$ cat config.mk
export PLATFORM = sky130hd
export DESIGN_NAME = hpx_slave
export DESIGN_NICKNAME = d
export VERILOG_FILES = /design/src/rtl/hpx_pkg.sv /design/src/rtl/hpx_pair_shreg.sv /design/src/rtl/hpx_addr_ctr.sv /design/src/rtl/hpx_cmd_dec.sv /design/src/rtl/hpx_slave.sv
export SDC_FILE = /design/constraint.sdc
export NUM_CORES = 1
export LEC_CHECK = 0
export BUFFER_PORTS_ARGS = -buffer_cell sky130_fd_sc_hd__buf_4
export CAP_MARGIN = 10
export CORE_MARGIN = 2
export CORE_UTILIZATION = 30
export DETAILED_ROUTE_END_ITERATION = 16
export PLACE_DENSITY = 0.58
export SLEW_MARGIN = 10
export SYNTH_ARGS = -nofsm -noshare
export SYNTH_HDL_FRONTEND = slang
export SYNTH_SLANG_ARGS = --single-unit
$ cat constraint.sdc
create_clock -name clk -period 2.8 [get_ports clk]
set_input_delay 0.14 -clock clk [delete_from_list [all_inputs] [get_ports clk]]
set_output_delay 0.14 -clock clk [all_outputs]
set_load 0.01 [all_outputs]
$ cat src/rtl/hpx_pkg.sv
package hpx_pkg;

    typedef enum logic [2:0] {
        ST_IDLE,
        ST_CMD,
        ST_ADDR,
        ST_DEC,
        ST_RETRY,
        ST_WAIT,
        ST_DATA,
        ST_TA
    } hpx_state_e;

endpackage

$ cat src/rtl/hpx_pair_shreg.sv
// Byte register moved one pair at a time: shift in at the bottom, present the
// top pair for driving, and offer the byte completed by the incoming pair.
module hpx_pair_shreg #(
    parameter int PAIR_W = 2,
    parameter int BYTE_W = 8
) (
    input  logic              clk,
    input  logic              rst_n,
    input  logic              load_i,
    input  logic [BYTE_W-1:0] load_val_i,
    input  logic              shift_i,
    input  logic [PAIR_W-1:0] pair_i,
    output logic [PAIR_W-1:0] pair_o,
    output logic [BYTE_W-1:0] asm_o
);

    localparam int KEEP_W = BYTE_W - PAIR_W;

    logic [BYTE_W-1:0] word_d, word_q;

    always_comb begin
        word_d = word_q;
        if (load_i) begin
            word_d = load_val_i;
        end else if (shift_i) begin
            word_d = {word_q[KEEP_W-1:0], pair_i};
        end
    end

    always_ff @(posedge clk or negedge rst_n) begin
        if (!rst_n) begin
            word_q <= '0;
        end else begin
            word_q <= word_d;
        end
    end

    assign pair_o = word_q[BYTE_W-1 -: PAIR_W];
    assign asm_o  = {word_q[KEEP_W-1:0], pair_i};

endmodule

$ cat src/rtl/hpx_addr_ctr.sv
// Register address: loaded from the command and extension bytes, stepped per byte.
module hpx_addr_ctr #(
    parameter int ADDR_W = 12
) (
    input  logic              clk,
    input  logic              rst_n,
    input  logic              load_i,
    input  logic [ADDR_W-1:0] load_val_i,
    input  logic              inc_i,
    output logic [ADDR_W-1:0] addr_o
);

    logic [ADDR_W-1:0] addr_d, addr_q;

    always_comb begin
        addr_d = addr_q;
        if (load_i) begin
            addr_d = load_val_i;
        end else if (inc_i) begin
            addr_d = addr_q + 1'b1;
        end
    end

    always_ff @(posedge clk or negedge rst_n) begin
        if (!rst_n) begin
            addr_q <= '0;
        end else begin
            addr_q <= addr_d;
        end
    end

    assign addr_o = addr_q;

endmodule

$ cat src/rtl/hpx_cmd_dec.sv
// Field split of the latched command byte and the refusal rule.
module hpx_cmd_dec #(
    parameter int          BYTE_W = 8,
    parameter int          ADDR_W = 12,
    parameter logic [1:0]  DEVSEL = 2'b01
) (
    input  logic [BYTE_W-1:0]        cmd_i,
    input  logic                     fifo_empty_i,
    output logic                     sel_o,
    output logic                     read_o,
    output logic                     fifo_o,
    output logic [ADDR_W-BYTE_W-1:0] hi_o,
    output logic                     refuse_o
);

    localparam int HI_W     = ADDR_W - BYTE_W;
    localparam int RW_BIT   = BYTE_W - 3;
    localparam int FIFO_BIT = BYTE_W - 4;

    always_comb begin
        sel_o    = (cmd_i[BYTE_W-1 -: 2] == DEVSEL);
        read_o   = cmd_i[RW_BIT];
        fifo_o   = cmd_i[FIFO_BIT];
        hi_o     = cmd_i[HI_W-1:0];
        refuse_o = fifo_o && (!read_o || fifo_empty_i);
    end

endmodule

$ cat src/rtl/hpx_slave.sv
module hpx_slave
    import hpx_pkg::*;
#(
    parameter int         PAIR_W = 2,
    parameter int         BYTE_W = 8,
    parameter logic [1:0] DEVSEL = 2'b01,
    localparam int        ADDR_W = 2 * BYTE_W - 4
) (
    input  logic              clk,
    input  logic              rst_n,
    input  logic [PAIR_W-1:0] had_i,
    output logic [PAIR_W-1:0] had_o,
    output logic              had_oe_o,
    input  logic              ctl_i,
    output logic              ctl_o,
    output logic              ctl_oe_o,
    output logic              stop_o,
    input  logic              loc_busy_i,
    output logic [ADDR_W-1:0] reg_addr_o,
    output logic              reg_rd_o,
    input  logic [BYTE_W-1:0] reg_rdata_i,
    output logic              reg_wr_o,
    output logic [BYTE_W-1:0] reg_wdata_o,
    output logic              fifo_rd_o,
    input  logic [BYTE_W-1:0] fifo_data_i,
    input  logic              fifo_empty_i
);

    localparam int PHASE_CYC = BYTE_W / PAIR_W;
    localparam int CNT_W     = $clog2(PHASE_CYC);
    localparam int HI_W      = ADDR_W - BYTE_W;
    localparam int FIFO_BIT  = BYTE_W - 4;
    localparam logic [CNT_W-1:0] LAST_IDX = CNT_W'(PHASE_CYC - 1);
    localparam logic [CNT_W-1:0] RDY_IDX  = CNT_W'(1);
    localparam logic [CNT_W-1:0] MORE_IDX = CNT_W'(1);

    typedef struct packed {
        hpx_state_e        state;
        logic [CNT_W-1:0]  cnt;
        logic [BYTE_W-1:0] cmd;
        logic              stop;
        logic              rdy;
        logic              more;
        logic              wr;
        logic [BYTE_W-1:0] wdata;
    } slv_regs_t;

    slv_regs_t r_d, r_q;

    logic              sh_load, sh_shift;
    logic [BYTE_W-1:0] sh_val, sh_asm;
    logic [PAIR_W-1:0] sh_pair, sh_in;
    logic              ad_load, ad_inc;
    logic [ADDR_W-1:0] ad_q;
    logic              rd_reg, rd_fifo, go_data;
    logic              sel, is_read, is_fifo, refuse;
    logic [HI_W-1:0]   addr_hi;
    logic              last, ready_now, in_gate;

    hpx_cmd_dec #(
        .BYTE_W (BYTE_W),
        .ADDR_W (ADDR_W),
        .DEVSEL (DEVSEL)
    ) u_dec (
        .cmd_i        (r_q.cmd),
        .fifo_empty_i (fifo_empty_i),
        .sel_o        (sel),
        .read_o       (is_read),
        .fifo_o       (is_fifo),
        .hi_o         (addr_hi),
        .refuse_o     (refuse)
    );

    hpx_pair_shreg #(
        .PAIR_W (PAIR_W),
        .BYTE_W (BYTE_W)
    ) u_sh (
        .clk        (clk),
        .rst_n      (rst_n),
        .load_i     (sh_load),
        .load_val_i (sh_val),
        .shift_i    (sh_shift),
        .pair_i     (sh_in),
        .pair_o     (sh_pair),
        .asm_o      (sh_asm)
    );

    hpx_addr_ctr #(
        .ADDR_W (ADDR_W)
    ) u_addr (
        .clk        (clk),
        .rst_n      (rst_n),
        .load_i     (ad_load),
        .load_val_i ({addr_hi, sh_asm}),
        .inc_i      (ad_inc),
        .addr_o     (ad_q)
    );

    // Read data shifts zeros in behind the outgoing pairs; otherwise take the pad.
    assign sh_in = (r_q.state == ST_DATA && is_read) ? '0 : had_i;

    assign last      = (r_q.cnt == LAST_IDX);
    assign in_gate   = (r_q.state == ST_RETRY) || (r_q.state == ST_WAIT);
    assign ready_now = !loc_busy_i && !((r_q.state == ST_RETRY) && refuse);

    always_comb begin
        r_d      = r_q;
        r_d.wr   = 1'b0;
        sh_load  = 1'b0;
        sh_val   = '0;
        sh_shift = 1'b0;
        ad_load  = 1'b0;
        ad_inc   = r_q.wr;
        rd_reg   = 1'b0;
        rd_fifo  = 1'b0;
        go_data  = 1'b0;

        case (r_q.state)
            ST_IDLE: begin
                r_d.stop = 1'b0;
                r_d.cnt  = '0;
                if (ctl_i) begin
                    sh_shift  = 1'b1;
                    r_d.cnt   = CNT_W'(1);
                    r_d.state = ST_CMD;
                end
            end
            ST_CMD: begin
                if (!ctl_i) begin
                    r_d.state = ST_IDLE;
                    r_d.cnt   = '0;
                end else begin
                    sh_shift = 1'b1;
                    r_d.cnt  = r_q.cnt + 1'b1;
                    if (last) begin
                        r_d.cmd   = sh_asm;
                        r_d.cnt   = '0;
                        r_d.state = sh_asm[FIFO_BIT] ? ST_DEC : ST_ADDR;
                    end
                end
            end
            ST_ADDR: begin
                sh_shift = 1'b1;
                r_d.cnt  = r_q.cnt + 1'b1;
                if (last) begin
                    ad_load   = 1'b1;
                    r_d.cnt   = '0;
                    r_d.state = ST_DEC;
                end
            end
            ST_DEC: begin
                r_d.cnt   = '0;
                r_d.state = sel ? ST_RETRY : ST_IDLE;
            end
            ST_RETRY, ST_WAIT: begin
                r_d.cnt = r_q.cnt + 1'b1;
                if (r_q.cnt == RDY_IDX) begin
                    r_d.stop = (r_q.state == ST_RETRY) && refuse;
                    r_d.rdy  = ready_now;
                end
                if (last) begin
                    r_d.cnt = '0;
                    if (r_q.stop) begin
                        r_d.stop  = 1'b0;
                        r_d.state = ST_IDLE;
                    end else if (r_q.rdy) begin
                        go_data = 1'b1;
                    end else begin
                        r_d.state = ST_WAIT;
                    end
                end
            end
            ST_DATA: begin
                sh_shift = 1'b1;
                r_d.cnt  = r_q.cnt + 1'b1;
                if (r_q.cnt == MORE_IDX) begin
                    r_d.more = ctl_i;
                end
                if (last) begin
                    r_d.cnt = '0;
                    if (!is_read) begin
                        r_d.wr    = !is_fifo;
                        r_d.wdata = sh_asm;
                    end
                    if (r_q.more) begin
                        if (loc_busy_i) begin
                            r_d.state = ST_WAIT;
                        end else begin
                            go_data = 1'b1;
                        end
                    end else begin
                        r_d.state = is_read ? ST_TA : ST_IDLE;
                    end
                end
            end
            ST_TA: begin
                r_d.cnt   = '0;
                r_d.state = ST_IDLE;
            end
            default: begin
                r_d.state = ST_IDLE;
            end
        endcase

        if (go_data) begin
            r_d.state = ST_DATA;
            if (is_read) begin
                sh_load = 1'b1;
                if (is_fifo) begin
                    rd_fifo = 1'b1;
                    sh_val  = fifo_data_i;
                end else begin
                    rd_reg = 1'b1;
                    ad_inc = 1'b1;
                    sh_val = reg_rdata_i;
                end
            end
        end
    end

    always_ff @(posedge clk or negedge rst_n) begin
        if (!rst_n) begin
            r_q <= '0;
        end else begin
            r_q <= r_d;
        end
    end

    assign had_o       = sh_pair;
    assign had_oe_o    = is_read && ((r_q.state == ST_DATA) || (r_q.state == ST_WAIT));
    assign ctl_o       = 1'b0;
    assign ctl_oe_o    = in_gate && (r_q.cnt == RDY_IDX) && ready_now;
    assign stop_o      = r_q.stop;
    assign reg_addr_o  = ad_q;
    assign reg_rd_o    = rd_reg;
    assign reg_wr_o    = r_q.wr;
    assign reg_wdata_o = r_q.wdata;
    assign fifo_rd_o   = rd_fifo;

endmodule

==> results.yml <==
status:
  status: "complete, no violations"
final_layout:
  finalNonFillerCells: 402
  layout.nets: 322
  drive_above_1_share_pct: 29.6
  num_antenna_cells: 0
  final_area_um2: 3020
  fin_util_pct: 36.9
  syn_to_final_growth_pct: 20.0
floorplanning:
  die_y_um: 95.6
  row_count: 33
  coreArea_um2: 8180
  start_util_pct: 30.8
  pin_count: 52
  die_x_um: 95.6
  die-area_um2: 9130
clocking:
  clock-sinks: 45
  clk_pin_slew_ns: 0.09
  insertion_delay_ns: 0.30
  clock_path_buffers: 2
  post_cts_buffers: 0
  h-tree-depth: 2
  ctsRootBufferMaster: "clkbuf_8"
  tritoncts: "yes"
  numCtsBuffers: 5
power:
  p_leak_nw: 1.33
  powerDensity_nw_per_um2: 946
  ir_drop_mv: 0.246
  p_total_mw: 2.85
sta:
  worst_pin_slew_ns: 0.677
  finClkSkew_ns: 0.00872
  finalSetupViolCount: 0
  fin_ws_ns: 0.523
  fin_crit_sh_pct: 81.3
  rsz0062_at_grt: "no"
  setup_tns_ns: 0
  final-hold-violation-count: 0
  drv_slew: 0
  period_needed_ns: 2.28
  max_slew_margin_pct: 54.9
  hold_ws_ns: 0.100
  timing.fmax_ghz: 0.439
grt:
  antenna_found_initial: 0
  grt_overflow_total: 0
  grt_pass1_vias: 1998
  grt_max_degree: 46
  gr-usage-all-layers_pct: 14.5
  grt_first_pass_wirelength_um: 10200
place:
  place_congestion: 0.964
  hpwl_um: 4370
  port_buffers: 50
  dp.cells: 393
  dpl_cell_area_um2: 2910
  place_ws_ns: 0.570
routing:
  first_pass_iters: 4
  avgRoutedWirePerCell_um: 15.2
  wirelength_um: 6120
  ant_nets: 0
  drtIter0Drc: 241
  dr_total_vias: 2053
  vias_per_cell: 5.11
  drc: 0
logic_synthesis:
  synth-seq-cells: 45
  synth_edf_count: 0
  synth_cell_types: 45
  yosysWarnings: 0
  yosysSeqAreaShare_pct: 44.8
  synthFlopType: "dfrtp_1"
  async_flop_share_pct: 100
  syn_area_um2: 2510
  synth.avg_cell_area_um2: 9.75
  syn_nets: 284
  synthCells: 258
flow_run:
  drv_cap: 0
critical_path:
  path_max_fanout: 22
  crit_buf_inv: 0
  path_cells: "nand2b_1 > o21a_1 > a31oi_4 > or4_1 > a31oi_1"
  slowest_stage: "dfrtp_1"
  cpPeakStageDelay_ns: 0.57
  arrival_ns: 2.50
  timing.rr.start: "r_q[22]"
  worst-setup-path-type: "flip-flop to flip-flop"
  crit_family: "simple AND/OR/NAND/NOR gates"
  crit_start: "r_q[22]"
  crit_path_end_kind: "flip-flop"
  cp-start-kind: "flip-flop"
  cp.required_ns: 3.02
min_path:
  hold_path_class: "input pin to flip-flop"
  hp-start: "had_i[1]"
## cells by family after synthesis
family | share of synthesized area [%]
xor+xnor | 0.348
mux | 13.9
compound gates | 16.3
flops | 44.8
fa+ha+maj | 1.49
other cells | 0.149
buf+inv | 6.62
simple gates | 16.4
## final cells by class
type	instances	area, µm²
fill	860	5160
multi-input combinational	180	1220
sequential	45	1130
timing repair buffer	53	400
tap	105	131
clock buffer	6	82.6
inverter	11	41.3
clock inverter	2	13.8
## report_power, final
part | total (mW) | switching, mW | internal (mW)
registers | 1.27 | 0.354 | 0.916
clock network | 0.423 | 0.223 | 0.200
logic | 1.16 | 0.575 | 0.586
## flip-flops by register name (all words and copies together), names as in the netlist
register       count
r_q               15
u_addr.addr_o     12
reg_wdata_o        8
u_sh.word_q        8
reg_wr_o           1
stop_o             1
## worst reg2reg max path: stages, from the launching register on
cell and delay (ns):
dfrtp_1 0.57, nand2b_1 0.34, o21a_1 0.28, a31oi_4 0.26
or4_1 0.57, a31oi_1 0.18
## path summary, 6_finish.rpt
check / end / depth (start not counted) / slack, ns
min in group asynchronous: stop_o / 2 / 0.37
setup / recovery: u_addr.addr_o[7] / 5 / 0.52
max in group asynchronous: u_addr.addr_o[4] / 2 / 2.02
hold reg to reg: u_sh.word_q[6] / 2 / 0.49
hold / removal: reg_wdata_o[1] / 2 / 0.10
setup reg to reg: u_addr.addr_o[7] / 5 / 0.52
## routing by layer
metal / wire, µm / global-route usage [%]
met1: 2930 / 20.6
met2: 2810 / 21.8
met3: 269 / 2.13
met4: 108 / 6.07
met5: 0 / 0
## cell usage after synthesis, types with 2 or more instances
library cell | n | area share, %
inv_1 | 11 | 1.6
nand2_1 | 24 | 3.6
buf_4 | 9 | 2.7
o211ai_1 | 4 | 1.2
mux2i_1 | 9 | 3.6
clkbuf_1 | 10 | 1.5
dfrtp_1 | 45 | 45
o31ai_1 | 5 | 1.5
a22o_1 | 2 | 0.70
or3_1 | 3 | 0.75
nand4_1 | 2 | 0.50
nor2_1 | 18 | 2.7
and3_1 | 3 | 0.75
o21ai_0 | 20 | 4.0
nand3_1 | 11 | 2.2
a41oi_1 | 3 | 1.0
or4_1 | 8 | 2.4
mux2_2 | 23 | 10
a31oi_1 | 7 | 1.7
a21oi_1 | 10 | 2.0
o22ai_1 | 2 | 0.50
nor3b_1 | 2 | 0.60
and3b_1 | 2 | 0.70
ha_1 | 3 | 1.5
nor2b_1 | 2 | 0.50
## cells in the final DEF (no fill, tap or decap), types with 3 or more instances in the layout
master | netlist | final
nor2_1 | 18 | 18
o31ai_1 | 5 | 5
a41oi_1 | 3 | 3
a31oi_1 | 7 | 7
or4_1 | 8 | 8
or3_1 | 3 | 3
mux2_2 | 23 | 23
dfrtp_1 | 45 | 45
inv_1 | 11 | 11
o21ai_0 | 20 | 20
clkbuf_8 | 0 | 6
ha_1 | 3 | 3
buf_4 | 9 | 52
nand2_1 | 24 | 24
o211ai_1 | 4 | 4
and3_1 | 3 | 3
a21oi_1 | 10 | 10
mux2i_1 | 9 | 9
nand3_1 | 11 | 11
## repair_timing
action                                  4_1_cts  5_1_grt
hold buffers                                  1        0
hold endpoints to repair                     45        0
resized for setup                             0        0
endpoints found under the setup margin        0        0
Note: power is estimated with default switching activity, not from simulation.
